--- config.mk ---
export PLATFORM = sky130hd
export DESIGN_NAME = seg_xlate
export DESIGN_NICKNAME = d
export VERILOG_FILES = /design/src/rtl/seg_xlate_pkg.sv /design/src/rtl/seg_desc_store.sv /design/src/rtl/seg_access_check.sv /design/src/rtl/seg_xlate.sv
export SDC_FILE = /design/constraint.sdc
export NUM_CORES = 1
export LEC_CHECK = 0
export BUFFER_PORTS_ARGS = -buffer_cell sky130_fd_sc_hd__buf_2
export CORE_MARGIN = 5
export CORE_UTILIZATION = 62
export DETAILED_ROUTE_END_ITERATION = 6
export PLACE_DENSITY = 0.83
export SETUP_SLACK_MARGIN = 0.05
export SLEW_MARGIN = 20
export SYNTH_ARGS = -nofsm -noshare
export SYNTH_HDL_FRONTEND = slang
export SYNTH_HIERARCHICAL = 1
export SYNTH_SLANG_ARGS = --single-unit
--- constraint.sdc ---
create_clock -name clk -period 5.95 [get_ports clk]
set_input_delay 0.2975 -clock clk [delete_from_list [all_inputs] [get_ports clk]]
set_output_delay 0.2975 -clock clk [all_outputs]
set_load 0.02 [all_outputs]
--- src/rtl/seg_xlate_pkg.sv ---
package seg_xlate_pkg;

   typedef enum logic [1:0] {
      KIND_LOAD  = 2'b00,
      KIND_STORE = 2'b01,
      KIND_FETCH = 2'b10,
      KIND_RSVD  = 2'b11
   } kind_e;

   typedef enum logic [1:0] {
      FLT_NONE = 2'b00,
      FLT_SEG  = 2'b01,
      FLT_PROT = 2'b10
   } fault_e;

   localparam int PERM_RD = 0;
   localparam int PERM_WR = 1;
   localparam int PERM_EX = 2;
   localparam int PERM_W  = 3;

endpackage

--- src/rtl/seg_desc_store.sv ---
module seg_desc_store
   import seg_xlate_pkg::*;
#(
   parameter int SEG_W   = 3,
   parameter int DISP_W  = 6,
   parameter int PA_W    = 10,
   parameter bit HAS_BND = 1'b1
) (
   input  logic              clk,
   input  logic              rst_n,
   input  logic              wr_en,
   input  logic [SEG_W-1:0]  wr_sel,
   input  logic              wr_present,
   input  logic [PERM_W-1:0] wr_perm,
   input  logic [DISP_W:0]   wr_len,
   input  logic [PA_W-1:0]   wr_base,
   input  logic              bnd_en,
   input  logic [SEG_W:0]    bnd_in,
   input  logic [SEG_W-1:0]  rd_sel,
   output logic              rd_usable,
   output logic [PERM_W-1:0] rd_perm,
   output logic [DISP_W:0]   rd_len,
   output logic [PA_W-1:0]   rd_base
);
   localparam int NSEG = 1 << SEG_W;

   logic [NSEG-1:0]   ent_present;
   logic [PERM_W-1:0] ent_perm [NSEG];
   logic [DISP_W:0]   ent_len  [NSEG];
   logic [PA_W-1:0]   ent_base [NSEG];
   logic              sel_in_bound;

   for (genvar e = 0; e < NSEG; e++) begin : g_entry
      always_ff @(posedge clk) begin
         if (!rst_n) begin
            ent_present[e] <= 1'b0;
            ent_perm[e]    <= '0;
            ent_len[e]     <= '0;
            ent_base[e]    <= '0;
         end else if (wr_en && (wr_sel == SEG_W'(e))) begin
            ent_present[e] <= wr_present;
            ent_perm[e]    <= wr_perm;
            ent_len[e]     <= wr_len;
            ent_base[e]    <= wr_base;
         end
      end
   end

   if (HAS_BND) begin : g_bound
      logic [SEG_W:0] bnd_q;
      always_ff @(posedge clk) begin
         if (!rst_n)      bnd_q <= (SEG_W+1)'(NSEG);
         else if (bnd_en) bnd_q <= bnd_in;
      end
      assign sel_in_bound = {1'b0, rd_sel} < bnd_q;

      assert_bound_load_R9: assert property (@(posedge clk) disable iff (!rst_n)
         bnd_en |=> (bnd_q == $past(bnd_in)));
   end else begin : g_nobound
      assign sel_in_bound = 1'b1;
   end

   assign rd_usable = ent_present[rd_sel] && sel_in_bound;
   assign rd_perm   = ent_perm[rd_sel];
   assign rd_len    = ent_len[rd_sel];
   assign rd_base   = ent_base[rd_sel];

   assert_desc_write_R2: assert property (@(posedge clk) disable iff (!rst_n)
      wr_en |=> (ent_base[$past(wr_sel)] == $past(wr_base)) &&
                (ent_len[$past(wr_sel)] == $past(wr_len)) &&
                (ent_present[$past(wr_sel)] == $past(wr_present)));

endmodule

--- src/rtl/seg_access_check.sv ---
module seg_access_check
   import seg_xlate_pkg::*;
#(
   parameter int DISP_W = 6,
   parameter int PA_W   = 10
) (
   input  logic [1:0]        kind,
   input  logic [DISP_W-1:0] off,
   input  logic              usable,
   input  logic [PERM_W-1:0] perm,
   input  logic [DISP_W:0]   len,
   input  logic [PA_W-1:0]   base,
   output fault_e            verdict,
   output logic [PA_W-1:0]   paddr
);
   logic perm_ok;
   logic in_len;

   always_comb begin
      case (kind)
         KIND_LOAD:  perm_ok = perm[PERM_RD];
         KIND_STORE: perm_ok = perm[PERM_WR];
         KIND_FETCH: perm_ok = perm[PERM_EX];
         default:    perm_ok = 1'b0;
      endcase
   end

   assign in_len = {1'b0, off} < len;

   always_comb begin
      if (!usable)       verdict = FLT_SEG;
      else if (!perm_ok) verdict = FLT_PROT;
      else if (!in_len)  verdict = FLT_SEG;
      else               verdict = FLT_NONE;
   end

   assign paddr = base + PA_W'(off);

endmodule

--- src/rtl/seg_xlate.sv ---
module seg_xlate
   import seg_xlate_pkg::*;
#(
   parameter int SEG_W   = 3,
   parameter int DISP_W  = 6,
   parameter int PA_W    = 10,
   parameter bit HAS_BND = 1'b1
) (
   input  logic              clk,
   input  logic              rst_n,
   input  logic              acc_req,
   input  logic [1:0]        acc_kind,
   input  logic [SEG_W-1:0]  acc_seg,
   input  logic [DISP_W-1:0] acc_off,
   input  logic              dsc_we,
   input  logic [SEG_W-1:0]  dsc_sel,
   input  logic              dsc_present,
   input  logic [2:0]        dsc_perm,
   input  logic [DISP_W:0]   dsc_len,
   input  logic [PA_W-1:0]   dsc_base,
   input  logic              bnd_we,
   input  logic [SEG_W:0]    bnd_val,
   output logic              mem_valid,
   output logic [1:0]        mem_kind,
   output logic [PA_W-1:0]   mem_addr,
   output logic              fault_valid,
   output logic [1:0]        fault_code
);
   if (SEG_W < 1 || SEG_W > 8) begin : g_chk_seg
      $error("seg_xlate: SEG_W must lie in 1..8");
   end
   if (PA_W < DISP_W) begin : g_chk_pa
      $error("seg_xlate: PA_W must be at least DISP_W");
   end

   logic              rd_usable;
   logic [PERM_W-1:0] rd_perm;
   logic [DISP_W:0]   rd_len;
   logic [PA_W-1:0]   rd_base;
   fault_e            verdict;
   logic [PA_W-1:0]   paddr;

   seg_desc_store #(.SEG_W(SEG_W), .DISP_W(DISP_W), .PA_W(PA_W), .HAS_BND(HAS_BND)) u_store (
      .clk(clk), .rst_n(rst_n),
      .wr_en(dsc_we), .wr_sel(dsc_sel), .wr_present(dsc_present),
      .wr_perm(dsc_perm), .wr_len(dsc_len), .wr_base(dsc_base),
      .bnd_en(bnd_we), .bnd_in(bnd_val),
      .rd_sel(acc_seg), .rd_usable(rd_usable), .rd_perm(rd_perm),
      .rd_len(rd_len), .rd_base(rd_base)
   );

   seg_access_check #(.DISP_W(DISP_W), .PA_W(PA_W)) u_check (
      .kind(acc_kind), .off(acc_off), .usable(rd_usable), .perm(rd_perm),
      .len(rd_len), .base(rd_base), .verdict(verdict), .paddr(paddr)
   );

   always_ff @(posedge clk) begin
      if (!rst_n) begin
         mem_valid   <= 1'b0;
         mem_kind    <= 2'b00;
         mem_addr    <= '0;
         fault_valid <= 1'b0;
         fault_code  <= FLT_NONE;
      end else begin
         mem_valid   <= acc_req && (verdict == FLT_NONE);
         fault_valid <= acc_req && (verdict != FLT_NONE);
         fault_code  <= acc_req ? verdict : FLT_NONE;
         if (acc_req) begin
            mem_kind <= acc_kind;
            mem_addr <= paddr;
         end
      end
   end

   assert_one_outcome_R7: assert property (@(posedge clk) disable iff (!rst_n)
      $onehot0({mem_valid, fault_valid}));

   assert_req_answered_R7: assert property (@(posedge clk) disable iff (!rst_n)
      acc_req |=> (mem_valid || fault_valid));

   assert_no_spurious_R8: assert property (@(posedge clk) disable iff (!rst_n)
      (mem_valid || fault_valid) |-> $past(acc_req));

   assert_fault_coded_R8: assert property (@(posedge clk) disable iff (!rst_n)
      fault_valid |-> (fault_code == FLT_SEG || fault_code == FLT_PROT));

   assert_within_len_R5: assert property (@(posedge clk) disable iff (!rst_n)
      mem_valid |-> ({1'b0, $past(acc_off)} < $past(rd_len)));

   assert_fetch_exec_R4: assert property (@(posedge clk) disable iff (!rst_n)
      (mem_valid && mem_kind == KIND_FETCH) |-> $past(rd_perm[PERM_EX]));

   assert_store_write_R4: assert property (@(posedge clk) disable iff (!rst_n)
      (mem_valid && mem_kind == KIND_STORE) |-> $past(rd_perm[PERM_WR]));

   assert_addr_sum_R6: assert property (@(posedge clk) disable iff (!rst_n)
      mem_valid |-> (mem_addr == PA_W'($past(rd_base) + PA_W'($past(acc_off)))));

   assert_absent_faults_R3: assert property (@(posedge clk) disable iff (!rst_n)
      (acc_req && !rd_usable) |=> (fault_valid && fault_code == FLT_SEG));

endmodule

==> results summary, run 1 <==
The total die area came out at 17,200 sq um. The overall via count from detail_route is 5,314. The largest individual stage delay along the critical path comes from the cell buf_2.

Traced cell by cell, the critical path runs through buf_2, mux4_1, mux2_2, ha_1, inv_1, fa_1, nor2b_4, o31a_1, or4b_1, nand3_1, mux2i_1, nor2b_1. The synthesized netlist net count is approximately 700. The type of destination of the critical path is a flip-flop.

The required time of the worst setup path came out at roughly 6.3 ns. Measured in cells, the most critical reg-to-reg path has a length of 11. The post-detailed-route DRC marker count came out at 0. The fraction of final layout cells with drive strength greater than 1 came out at 0.198. The residual antenna-violating net count after detailed routing came out at 0. The worst path meets setup with ~2.7 ns of slack. The final-layout worst hold slack came out at 0.0930 ns.

After technology mapping, the gate count stands at between 600 and 700. The number of buffers created by CTS is 17. The total global-route track usage came out at 0.232.

The core region is approximately 14,000 sq um. The die is approximately 130 um wide. The number of unique standard cell types used by synthesis came out at 47.

The area overhead of the layout relative to synthesis is 11.2%. The number of violations reported at the end of detailed-routing iteration 0 came out at ~390. The global route total overflow is 0.

For the pin with the worst max-slew slack, the measured transition is between 1 and 1.5 ns. The maximum count of clock buffers along a single path is 2. The cell at the root of the clock tree is clkbuf_16. The run finished with clean final reports. The reg-to-reg startpoint is u_store/ent_base[1][0]. Based on the critical path, the design can be clocked at up to 0.304 GHz. The hold violation count in the final report is 0. The I/O pin total is 60. The die span in y came out at around 130 um. The share of synthesized area in the top cell type comes to 0.528. The share of the clock period used by the worst path after layout is 0.553. The cell area after synthesis came out at a little over 9000 sq um. The terminating pin of the worst hold path is u_store/g_bound.bnd_q[3]. The normalized max-slew margin came out at 0.222. The count of buffering cells on the critical path with inverters included came out at 2. The top cell types in the final layout, fill and taps aside, are and2_1, edfxtp_1, buf_2, mux4_1, dfxtp_1. The number of optimization iterations in the first detailed-route pass is 5. The sequential element share of the synthesized area came out at 0.590.

The cell row count came out at 44. The initial antenna violation count came out at 1. The latest clock arrival within the worst-skew pair came out at between 0.4 and 0.5 ns. The tool flagged a number of max-cap violations equal to 0.

Setup repair after global routing left no endpoint under its margin. The worst setup path is launched from an input pin. The clock tree from TritonCTS is done. Counting I/O delays and the setup requirement, the final critical path takes roughly 3.3 ns. Input and output buffers added on the ports amount to 59. Among cell families on the critical path, the largest total delay comes from multiplexers.

The routed wire length came out at 19.9 mm. The H-tree generated during clock tree synthesis spans 4 levels. After detailed routing, the average wire length per cell comes to 22.9 um. The critical path starts at acc_seg[0].

The post-CTS setup buffer count is 0. The maximum single-stage delay on the critical path came out at a little over 0.7 ns. Setup slack on the worst reg-to-reg path comes out at 3.02 ns. The data arrival time of the worst path is about 3.7 ns. The design draws ~3.0 mW. Summed over all nets, the half-perimeter wirelength after detailed placement is about 12 mm. The clock skew after layout is between 0.005 and 0.006 ns. The final-report max-slew violation count came out at 0.

The count of state elements after synthesis is 188. The count of nets after finishing came out at ~730. Counting every sink on the clock net gives roughly 190. The maximum fanout along the worst path came out at 31. The first global-routing pass estimated around 30 mm of wire. The repair_antennas step left the layout with diodes totalling 0. VDD sags by at most approximately 0.21 mV. The library cell used most frequently in the layout, excluding fill and tap cells, is and2_1. By startpoint and endpoint, the worst setup path is classified as in2reg. The end of the worst register-to-register path is mem_addr[6]. Setup violations remaining at the end of the flow were counted as 0. The number of hold buffers added after CTS came out at 0.

The total of warnings raised by yosys came out at 6. The min-delay analysis places its worst path in the category in2reg. The detailed-route vias per instance came out at ~6.1.

Yosys mapped a number of flops with a built-in enable equal to 160. Power spread over the standard cell area amounts to about 300 nW/um^2. The total leakage power came out at a little under 4 nW. Prior to clock tree synthesis, the placed netlist has a worst setup slack of ~2.2 ns.

The largest area contributor in the netlist is edfxtp_1. Ranked by total cell area, the synthesized netlist is headed by edfxtp_1, mux4_1, and2_1. The fraction of registers with async set/reset came out at 0. The weighted congestion at the end of routability-driven global placement is slightly above 0.8.

The sum of negative setup slack came out at 0 ns. The start point of the worst min-delay path is bnd_val[3]. The initial utilization of the core area, before any placement, comes to 0.628. The clock transition at the register clock pins on the worst setup and hold paths after CTS is 0.06 ns. In this run the mean area of a mapped cell was roughly 15 sq um.

The count of instances resized after the clock tree is built came out at 0. The cell depth of the worst hold path is 3. The largest net degree at the start of global routing is 38.

The number of global-route vias before repair is 5,528. Among all flip-flop cells after synthesis, the most frequent one is edfxtp_1.
==> cells by family after synthesis <==
group,Yosys count,share of synthesized area
buffers and inverters,52,0.0286
adder cells (fa/ha/maj),14,0.0201
XOR/XNOR,3,0.00289
flip-flops,188,0.590
AND/OR/NAND/NOR,244,0.163
AO/OA/AOI/OAI,35,0.0256
multiplexers,87,0.170
==> report_power, final <==
group	total, mW	switching [mW]	internal [mW]
registers	1.54	0.0251	1.52
clock network	1.13	0.483	0.643
logic	0.354	0.204	0.150
total	3.02	0.712	2.31
==> worst register-to-register path: cells and delay by family, from the launching register on <==
| kind | cells | cell delay [ns] |
|---|---|---|
| AOI/OAI and AO/OA | 1 | 0.29 |
| adders and majority gates | 2 | 0.47 |
| buffers and inverters | 1 | 0.08 |
| DFF | 1 | 0.38 |
| muxes | 3 | 0.86 |
| and+or+nand+nor | 4 | 0.81 |
==> sequential cells by signal (all words and copies together), names as in the netlist <==
name                   flops
u_store/ent_base          80
u_store/ent_len           56
u_store/ent_perm          24
mem_addr                  10
u_store/ent_present        8
u_store/g_bound.bnd_q      4
fault_code                 2
mem_kind                   2
fault_valid                1
mem_valid                  1
==> cell usage after synthesis (3+ instances only) <==
master and n:
a21boi_0 3, a21oi_1 6, a31oi_1 3, and2_1 161
buf_2 3, buf_6 6, clkbuf_1 28, dfxtp_1 28
edfxtp_1 160, ha_1 13, inv_1 14, mux2_2 20
mux2i_1 27, mux4_1 40, nand2_1 13, nand2b_1 5
nand3_1 6, nand3b_1 3, nand4b_1 3, nor2_1 14
nor2b_1 22, nor3_1 3, o21ai_0 9, xnor2_1 3
==> area by class of cell <==
| cell class | count | area, sq um |
|---|---|---|
| sequential | 188 | 5370 |
| fill | 908 | 4360 |
| multi-input combinational | 383 | 3530 |
| clock buffer | 19 | 453 |
| timing repair buffer | 66 | 348 |
| tap | 184 | 230 |
| clock inverter | 13 | 139 |
| inverter | 14 | 52.6 |
==> metrics by stage <==
step / cell area, sq um / util / instances
floorplan: 9100 / - / 623
global placement: 9520 / 0.658 / 835
detailed placement: 9520 / 0.658 / 835
CTS: 10100 / 0.698 / 867
global route: 10100 / 0.699 / 867
finish: 10100 / 0.699 / 867
==> per-layer routing <==
metal	track usage	wire length (um)	vias up
li1	-	-	2411
met4	0.0826	433	2
met2	0.406	10400	190
met1	0.284	7720	2676
met5	0	13	-
met3	0.0524	1270	35
==> worst max path at each step <==
stage	slack, ns	endpoint	cells after the start
global placement	2.41	mem_addr[6]	12
CTS	2.68	mem_addr[6]	12
detailed placement	2.24	mem_addr[6]	12
global route	2.51	mem_addr[6]	12
finish	2.66	mem_addr[6]	12
floorplan	3.03	mem_addr[8]	13
Note: power is estimated with default switching activity, not from simulation.
==> run 2: changes to the inputs <==
--- a/config.mk
+++ b/config.mk
@@ -7,9 +7,9 @@
 export LEC_CHECK = 0
 export BUFFER_PORTS_ARGS = -buffer_cell sky130_fd_sc_hd__buf_2
 export CORE_MARGIN = 5
-export CORE_UTILIZATION = 62
+export CORE_UTILIZATION = 61
 export DETAILED_ROUTE_END_ITERATION = 6
-export PLACE_DENSITY = 0.83
+export PLACE_DENSITY = 0.82
 export SETUP_SLACK_MARGIN = 0.05
 export SLEW_MARGIN = 20
 export SYNTH_ARGS = -nofsm -noshare
==> constraint.sdc (replaced) <==
create_clock -name clk -period 3.4 [get_ports clk]
set_input_delay 0.17 -clock clk [delete_from_list [all_inputs] [get_ports clk]]
set_output_delay 0.17 -clock clk [all_outputs]
set_load 0.02 [all_outputs]
==> results summary, run 2 (synthesis results as in run 1) <==
Outcome: complete, no violations (unchanged). The cell row count came out at 44 (unchanged). The setup slack on the worst flop-to-flop path is 0.59 ns (was 3.02 ns).

The clock transition at the register clock pins on the worst setup and hold paths after CTS is 0.06 ns (about the same). The cell at the root of the clock tree was clkbuf_16 (unchanged). The initial antenna violation count is 1 (unchanged). The number of standard cells in the final layout excluding fillers is 878 (was 867). The top register by number of flip-flops is u_store/ent_base (unchanged). The critical path capture point is mem_addr[9] (was mem_addr[6]). The post-layout worst setup margin came to 0.573 ns (was 2.66 ns). The I/O pin total is 60 (unchanged).

The area inside the core boundary came out at 14,600 sq um (was 14,500 sq um). The number of buffers created by CTS is 17 (unchanged). The worst ir drop on vdd came to 0.349 mV (was 0.210 mV). The count of nets after finishing was 739 (was 728). The routed wire length came to 20.2 mm (was 19.9 mm). The sum of negative setup slack is 0 ns (unchanged). The residual antenna-violating net count after detailed routing came to 0 (unchanged). The launch point of the worst path is acc_seg[0] (unchanged). The path category of the worst min-delay check is in2reg (unchanged). The number of optimization iterations in the first detailed-route pass is 5 (unchanged).

The end of the worst register-to-register path is mem_addr[6] (unchanged). The maximum level of the CTS H-tree came out at 4 (unchanged). The total die area came to 17,500 sq um (was 17,200 sq um). The length in cells of the worst reg-to-reg path came out at 11 (unchanged). The pre-CTS setup slack came out at 0.172 ns (was 2.24 ns). The clock skew after layout is 0.00773 ns (was 0.00510 ns). The clock tree from TritonCTS is done (unchanged). The number of clock sinks is 188 (unchanged). Biggest registers after layout: u_store/ent_base: 80 flops, u_store/ent_len: 56 flops, u_store/ent_perm: 24 flops (unchanged). The final critical path time including I/O delays and setup is between 2 and 3 ns. The type of destination of the critical path is a flip-flop (unchanged). The final-report max-slew violation count is 0 (unchanged). The data arrival time of the worst path is 3.15 ns (was 3.65 ns). The effective utilization at floorplan is 0.624 (was 0.628). The number of logic stages on the critical path including buffering is 11 (was 12). The post-detailed-placement half-perimeter wirelength is 12.5 mm (was 12.3 mm). The start point of the worst min-delay path is bnd_we (was bnd_val[3]). The routed length per instance came to 23.0 um (was 22.9 um). The first-pass GRT wire length is 31.3 mm (was 30.7 mm). The largest net degree at the start of global routing came out at 38 (unchanged).

The number of global-route vias before repair is 5,531 (was 5,528). The register cell area after layout is 5370 sq um (unchanged). The reg-to-reg startpoint was u_store/ent_base[1][0] (unchanged). The normalized max-slew margin came out at 0.241 (was 0.222). The total global-route track usage is 0.237 (was 0.232). The quantity of I/O buffers inserted on ports came to 59 (unchanged). The latest clock arrival within the worst-skew pair came to 0.43 ns (about the same). The count of placed standard cells including taps came out at 843 (was 835).

The number of inserted filler cells in the final layout came out at 934 (was 908). The final setup violation count is 0 (unchanged). The summed area of non-filler cells in the final layout is 10,100 sq um (about the same). The hold violation count in the final report is 0 (unchanged). The maximum count of clock buffers along a single path is 2 (unchanged).

Unrepaired setup endpoints after global routing: false (unchanged). The total leakage power is 3.94 nW (was 3.92 nW). The slew at the pin closest to its max-slew limit came out at 1.14 ns (was 1.16 ns).

The diode insertion count for antenna repair came out at 0 (unchanged). The area overhead of the layout relative to synthesis is 11.3% (was 11.2%). The maximum single-stage delay on the critical path is 0.65 ns (was 0.71 ns).

The die span in y came out at 132 um (was 131 um). The startpoint class of the critical path is an input pin (unchanged). Sequence of cells on the critical path: buf_2, buf_4, mux4_1, mux2_2, ha_1, nor2_1, inv_1, a31oi_1, a41oi_1, mux2i_1, nor2b_1 (was buf_2, mux4_1, mux2_2, ha_1, inv_1, fa_1, nor2b_4, o31a_1, or4b_1, nand3_1, mux2i_1, nor2b_1). The post-detailed-route DRC marker count came out at 0 (unchanged). The total of max-cap violations was 0 (unchanged). The most common cell after layout, fill and taps aside is and2_1 (unchanged). The multi-input combinational cell area is 3530 sq um (about the same). The instance area at placement came out at 9580 sq um (was 9520 sq um). The global route total overflow came out at 0 (unchanged). The die span in x is 132 um (was 131 um).

Most frequent cells in the layout: and2_1, edfxtp_1, buf_2, mux4_1, dfxtp_1 (unchanged). The weighted congestion at the end of routability-driven global placement is 0.851 (was 0.821). The number of flip-flops in the largest register is 80 (unchanged). The cell class contributing the biggest share of worst-path delay was multiplexers (unchanged). The number of violations reported at the end of detailed-routing iteration 0 was 410 (was 392). The required time of the worst setup path came out at 3.72 ns (was 6.31 ns).

The worst setup path category is in2reg (unchanged). The fraction of final layout cells with drive strength greater than 1 was 0.186 (was 0.198). Dividing the final minimum period by the clock period gives 0.832. The overall via count from detail_route came to 5,428 (was 5,314).

The maximum fanout along the worst path is 35 (was 31). The count of buffering cells on the critical path with inverters included is 3 (was 2). The total power density per cell area was 504 nW/um^2 (was 299 nW/um^2). The detailed-route vias per instance is 6.18 (was 6.13). The maximum clock frequency came out at 0.354 GHz. The master of the slowest instance on the critical path is mux4_1 (was buf_2).
==> run 2: changes by cell type in the layout (fill, tap and decap cells not counted), sizes merged <==
| cell | change |
|---|---|
| buf | +8 |
| bufinv | -2 |
| clkbuf | +10 |
| clkinv | -3 |
| clkinvlp | -2 |
| dlygate4sd3 | +3 |
| inv | -3 |
==> run 2: what timing repair did <==
| action | in CTS | in global routing |
|---|---|---|
| setup buffers | 0 | 0 |
| hold buffers | 3 | 0 |
| resized for setup | 0 | 0 |
| endpoints found under the hold margin | 3 | 0 |
==> run 2: worst min path at each step <==
stage / to / slack (ns) / depth (start not counted)
6_report: u_store/g_bound.bnd_q[3] / 0.05 / 3
4_1_cts: u_store/g_bound.bnd_q[2] / 0.004 / 3
3_5_place_dp: u_store/g_bound.bnd_q[3] / 0.40 / 3
3_3_place_gp: u_store/g_bound.bnd_q[3] / 0.39 / 3
2_1_floorplan: u_store/g_bound.bnd_q[3] / 0.30 / 2
5_1_grt: u_store/g_bound.bnd_q[3] / 0.05 / 3
==> run 2: metrics by stage <==
| step | hold WS [ns] | utilization | total power, mW |
|---|---|---|---|
| finish | 0.0540 | 0.694 | 5.11 |
| global route | 0.0539 | 0.694 | 5.28 |
| CTS | 0.00417 | 0.694 | 5.12 |
| detailed placement | 0.398 | 0.657 | 3.37 |
| global placement | 0.387 | 0.657 | 3.33 |
| floorplan | 0.298 | - | 3.15 |
==> run 2: layout make-up <==
| type | count | area share |
|---|---|---|
| Clock inverter | 3 | 0.00148 |
| Multi-Input combinational cell | 383 | 0.348 |
| Sequential cell | 188 | 0.530 |
| Tap cell | 184 | 0.0227 |
| Inverter | 14 | 0.00519 |
| Clock buffer | 29 | 0.0494 |
| Timing Repair Buffer | 77 | 0.0432 |
==> run 2: per-layer routing <==
metal  vias to the layer above  part of all wire  global-route usage
met5                         -           0.00099                   0
met4                         2             0.027              0.0966
met3                        53             0.087              0.0588
met2                       256              0.49               0.379
met1                      2684              0.40               0.314
li1                       2433                 -                   -
==> run 2: power by group <==
group / switching [mW] / leakage (nW) / internal, mW / total, mW
registers: 0.0449 / 1.78 / 2.66 / 2.70
logic: 0.356 / 1.91 / 0.270 / 0.625
clock network: 0.788 / 0.253 / 0.992 / 1.78
total: 1.19 / 3.94 / 3.92 / 5.11
==> run 2: worst reg2reg max path, delay by kind of cell (launching register included) <==
kind | cells | cell delay [ns]
muxes | 3 | 0.84
and+or+nand+nor | 4 | 0.76
adders and majority gates | 2 | 0.43
DFF | 1 | 0.36
AOI/OAI and AO/OA | 1 | 0.29
buffers and inverters | 1 | 0.07
==> run 3: changes to the inputs <==
--- a/config.mk
+++ b/config.mk
@@ -5,11 +5,12 @@
 export SDC_FILE = /design/constraint.sdc
 export NUM_CORES = 1
 export LEC_CHECK = 0
+export ABC_AREA = 1
 export BUFFER_PORTS_ARGS = -buffer_cell sky130_fd_sc_hd__buf_2
 export CORE_MARGIN = 5
-export CORE_UTILIZATION = 61
+export CORE_UTILIZATION = 55
 export DETAILED_ROUTE_END_ITERATION = 6
-export PLACE_DENSITY = 0.82
+export PLACE_DENSITY = 0.78
 export SETUP_SLACK_MARGIN = 0.05
 export SLEW_MARGIN = 20
 export SYNTH_ARGS = -nofsm -noshare
==> constraint.sdc (replaced) <==
create_clock -name clk -period 2.4 [get_ports clk]
set_input_delay 0.12 -clock clk [delete_from_list [all_inputs] [get_ports clk]]
set_output_delay 0.12 -clock clk [all_outputs]
set_load 0.02 [all_outputs]
==> results summary, run 3 <==
Outcome: complete, but fails checks (was complete, no violations). The final reports fail on design-rule violations. The cell area after synthesis came out at 8950 sq um (was 9100 sq um). The post-CTS setup buffer count is 0 (unchanged).

The total of max-cap violations was 0 (unchanged). The hold violation count in the final report came out at 0 (unchanged). The post-detailed-route DRC marker count came to 1 (was 0).

The final-report max-slew violation count came out at 0 (unchanged). The leading register cell type out of synthesis is edfxtp_1 (unchanged). The clock skew after layout is 0.00853 ns (was 0.00773 ns). In the finished design, the share of the clock period the worst path needs comes to 0.867.

The residual antenna-violating net count after detailed routing came out at 0 (unchanged). The I/O pin total came out at 60 (unchanged). The path category of the worst min-delay check is in2reg (unchanged). The cell row count came out at 46 (was 44).

The type of destination of the critical path is a flip-flop (unchanged). The number of unique standard cell types used by synthesis is 28 (was 47). Biggest registers after layout: u_store/ent_base: 80 flops, u_store/ent_len: 56 flops, u_store/ent_perm: 24 flops (unchanged). The number of violations reported at the end of detailed-routing iteration 0 came out at 1,115 (was 410). The synthesized netlist net count was 1,087 (was 681). The quantity of I/O buffers inserted on ports came out at 59 (unchanged). The effective utilization at floorplan is 0.562 (was 0.624). The share of the synthesized area in the top cell type came out at 0.537 (was 0.528). The data arrival time of the worst path was 2.42 ns (was 3.15 ns). The latest clock arrival within the worst-skew pair came to 0.44 ns (was 0.43 ns). The detailed-route vias per instance is 5.43 (was 6.18). The slew at the pin closest to its max-slew limit is 0.680 ns (was 1.14 ns). The maximum level of the CTS H-tree is 4 (unchanged). The diode insertion count for antenna repair is 0 (unchanged). The per-instance average area after synthesis is 8.70 sq um (was 14.6 sq um). Top cells by area in the synthesized netlist: edfxtp_1, nor2_1, nand2_1 (was edfxtp_1, mux4_1, and2_1). The number of synthesized flops with an enable pin came to 160 (unchanged). The first-pass GRT wire length was 35.6 mm (was 31.3 mm). The worst setup path category is reg2reg (was in2reg). The total global-route track usage came to 0.251 (was 0.237). The fraction of registers with async set/reset came out at 0 (unchanged). The maximum fanout along the worst path came to 3 (was 35).

The cell at the root of the clock tree is clkbuf_16 (unchanged). The fraction of final layout cells with drive strength greater than 1 is 0.124 (was 0.186). The routed wire length was 22.7 mm (was 20.2 mm). The overall via count from detail_route is 7,244 (was 5,428).

The number of flip-flops in the largest register came out at 80 (unchanged). The total leakage power is 4.51 nW (was 3.94 nW). The normalized max-slew margin came to 0.546 (was 0.241). Derived from the worst setup path, the maximum achievable clock frequency is 0.481 GHz. Leading cell types by count after synthesis: nor2_1, nand2_1, edfxtp_1 (was and2_1, edfxtp_1, mux4_1). The count of nets after finishing came to 1,162 (was 739). Most frequent cells in the layout: nor2_1, nand2_1, edfxtp_1, inv_1, o21ai_1 (was and2_1, edfxtp_1, buf_2, mux4_1, dfxtp_1). Unrepaired setup endpoints after global routing: false (unchanged). The routed length per instance came out at 17.0 um (was 23.0 um). The number of buffers created by CTS is 17 (unchanged). The largest net degree at the start of global routing is 28 (was 38). The number of optimization iterations in the first detailed-route pass came to 7 (was 5).

The startpoint class of the critical path is a flip-flop (was input pin). The number of global-route vias before repair is 6,870 (was 5,531). The area inside the core boundary is 15,900 sq um (was 14,600 sq um). The most common cell after layout, fill and taps aside is nor2_1 (was and2_1). The power consumption came out at 7.47 mW (was 5.11 mW).

The worst ir drop on vdd came out at 0.507 mV (was 0.349 mV). The top register by number of flip-flops is u_store/ent_base (unchanged). The total of warnings raised by yosys came out at 6 (unchanged). The global route total overflow is 0 (unchanged). The cell count after synthesis came to 1,029 (was 623). The largest area contributor in the netlist is edfxtp_1 (unchanged). The count of state elements after synthesis is 188 (unchanged). The post-detailed-placement half-perimeter wirelength came to 14.2 mm (was 12.5 mm). The total die area came out at 18,900 sq um (was 17,500 sq um). The weighted congestion at the end of routability-driven global placement was 0.827 (was 0.851).

The number of clock sinks came to 188 (unchanged). The area overhead of the layout relative to synthesis came out at 14.4% (was 11.3%). The initial antenna violation count is 0 (was 1).

The sequential element share of the synthesized area is 0.599 (was 0.590). The required time of the worst setup path is 2.74 ns (was 3.72 ns). The final setup violation count came to 0 (unchanged). The sum of negative setup slack is 0 ns (unchanged). The final critical path time including I/O delays and setup is about 2.1 ns. The maximum count of clock buffers along a single path is 2 (unchanged).

The clock transition at the register clock pins on the worst setup and hold paths after CTS came out at 0.07 ns (was 0.06 ns). The die span in x is 138 um (was 132 um). The die span in y is 138 um (was 132 um). The total power density per cell area is 730 nW/um^2 (was 504 nW/um^2).

The most frequently used cell type in the post-synthesis netlist is nor2_1 (was and2_1). The clock tree from TritonCTS is done (unchanged).
==> run 3: critical path, cell delays in order (launching register included) <==
cell and delay (ns):
edfxtp_1 0.33, nor2_1 0.04, nor2_1 0.11, o21ai_1 0.09
nand2_1 0.07, nand2_1 0.05, nand2_1 0.07, ha_1 0.18
inv_1 0.07, fa_2 0.36, o21ai_2 0.18, nand2_1 0.09
nand3_1 0.09, nand2_1 0.06, inv_1 0.05, nand2_1 0.04
nand2_1 0.08, nor2_1 0.04
==> run 3: kinds of logic after synthesis <==
| logic type | Yosys count | share of synthesized area |
|---|---|---|
| AND/OR/NAND/NOR | 594 | 0.256 |
| flip-flops | 188 | 0.599 |
| adder cells (fa/ha/maj) | 14 | 0.0204 |
| AO/OA/AOI/OAI | 103 | 0.0586 |
| XOR/XNOR | 4 | 0.00391 |
| buffers and inverters | 126 | 0.0618 |
==> run 3: routing by layer <==
| metal | global-route usage | vias up | wire length [um] |
|---|---|---|---|
| met3 | 0.0570 | 59 | 2440 |
| met4 | 0.0976 | 0 | 673 |
| met2 | 0.415 | 404 | 10900 |
| met5 | 0 | - | 0 |
| li1 | - | 3467 | - |
| met1 | 0.323 | 3314 | 8660 |
==> run 3: stage by stage <==
stage / hold slack (ns) / cell area, sq um / setup WS, ns / cells / util
CTS: 0.00638 / 10200 / 0.228 / 1333 / 0.642
detailed placement: 0.349 / 9600 / 0.0832 / 1293 / 0.602
global route: 0.0542 / 10200 / 0.104 / 1333 / 0.642
floorplan: 0.240 / 8950 / 0.318 / 1029 / -
global placement: 0.343 / 9600 / 0.156 / 1293 / 0.602
finish: 0.0193 / 10200 / 0.320 / 1333 / 0.642
==> run 3: final cells by class <==
class | count | area [sq um]
Clock buffer | 18 | 429
Clock inverter | 14 | 134
Fill cell | 1257 | 5700
Inverter | 72 | 270
Multi-Input combinational cell | 715 | 3040
Sequential cell | 188 | 5370
Tap cell | 216 | 270
Timing Repair Buffer | 110 | 736
==> run 3: power breakdown <==
group | switching, mW | internal (mW)
registers | 0.0617 | 3.75
logic | 0.637 | 0.316
clock network | 1.25 | 1.45
total | 1.95 | 5.52
==> run 3: worst paths after layout <==
kind / cells past startpoint / slack (ns) / start / to
max: 17 / 0.32 / u_store/ent_base[4][0] / mem_addr[8]
min: 5 / 0.02 / acc_kind[1] / mem_kind[1]
max reg2reg: 17 / 0.32 / u_store/ent_base[4][0] / mem_addr[8]
min reg2reg: 2 / 0.47 / u_store/g_bound.bnd_q[1] / u_store/g_bound.bnd_q[1]
==> run 3: repair_timing <==
item / in CTS / in global routing
setup endpoints to repair: 0 / 2
hold buffers: 8 / 0
gates resized for setup: 0 / 1
hold endpoints to repair: 5 / 0
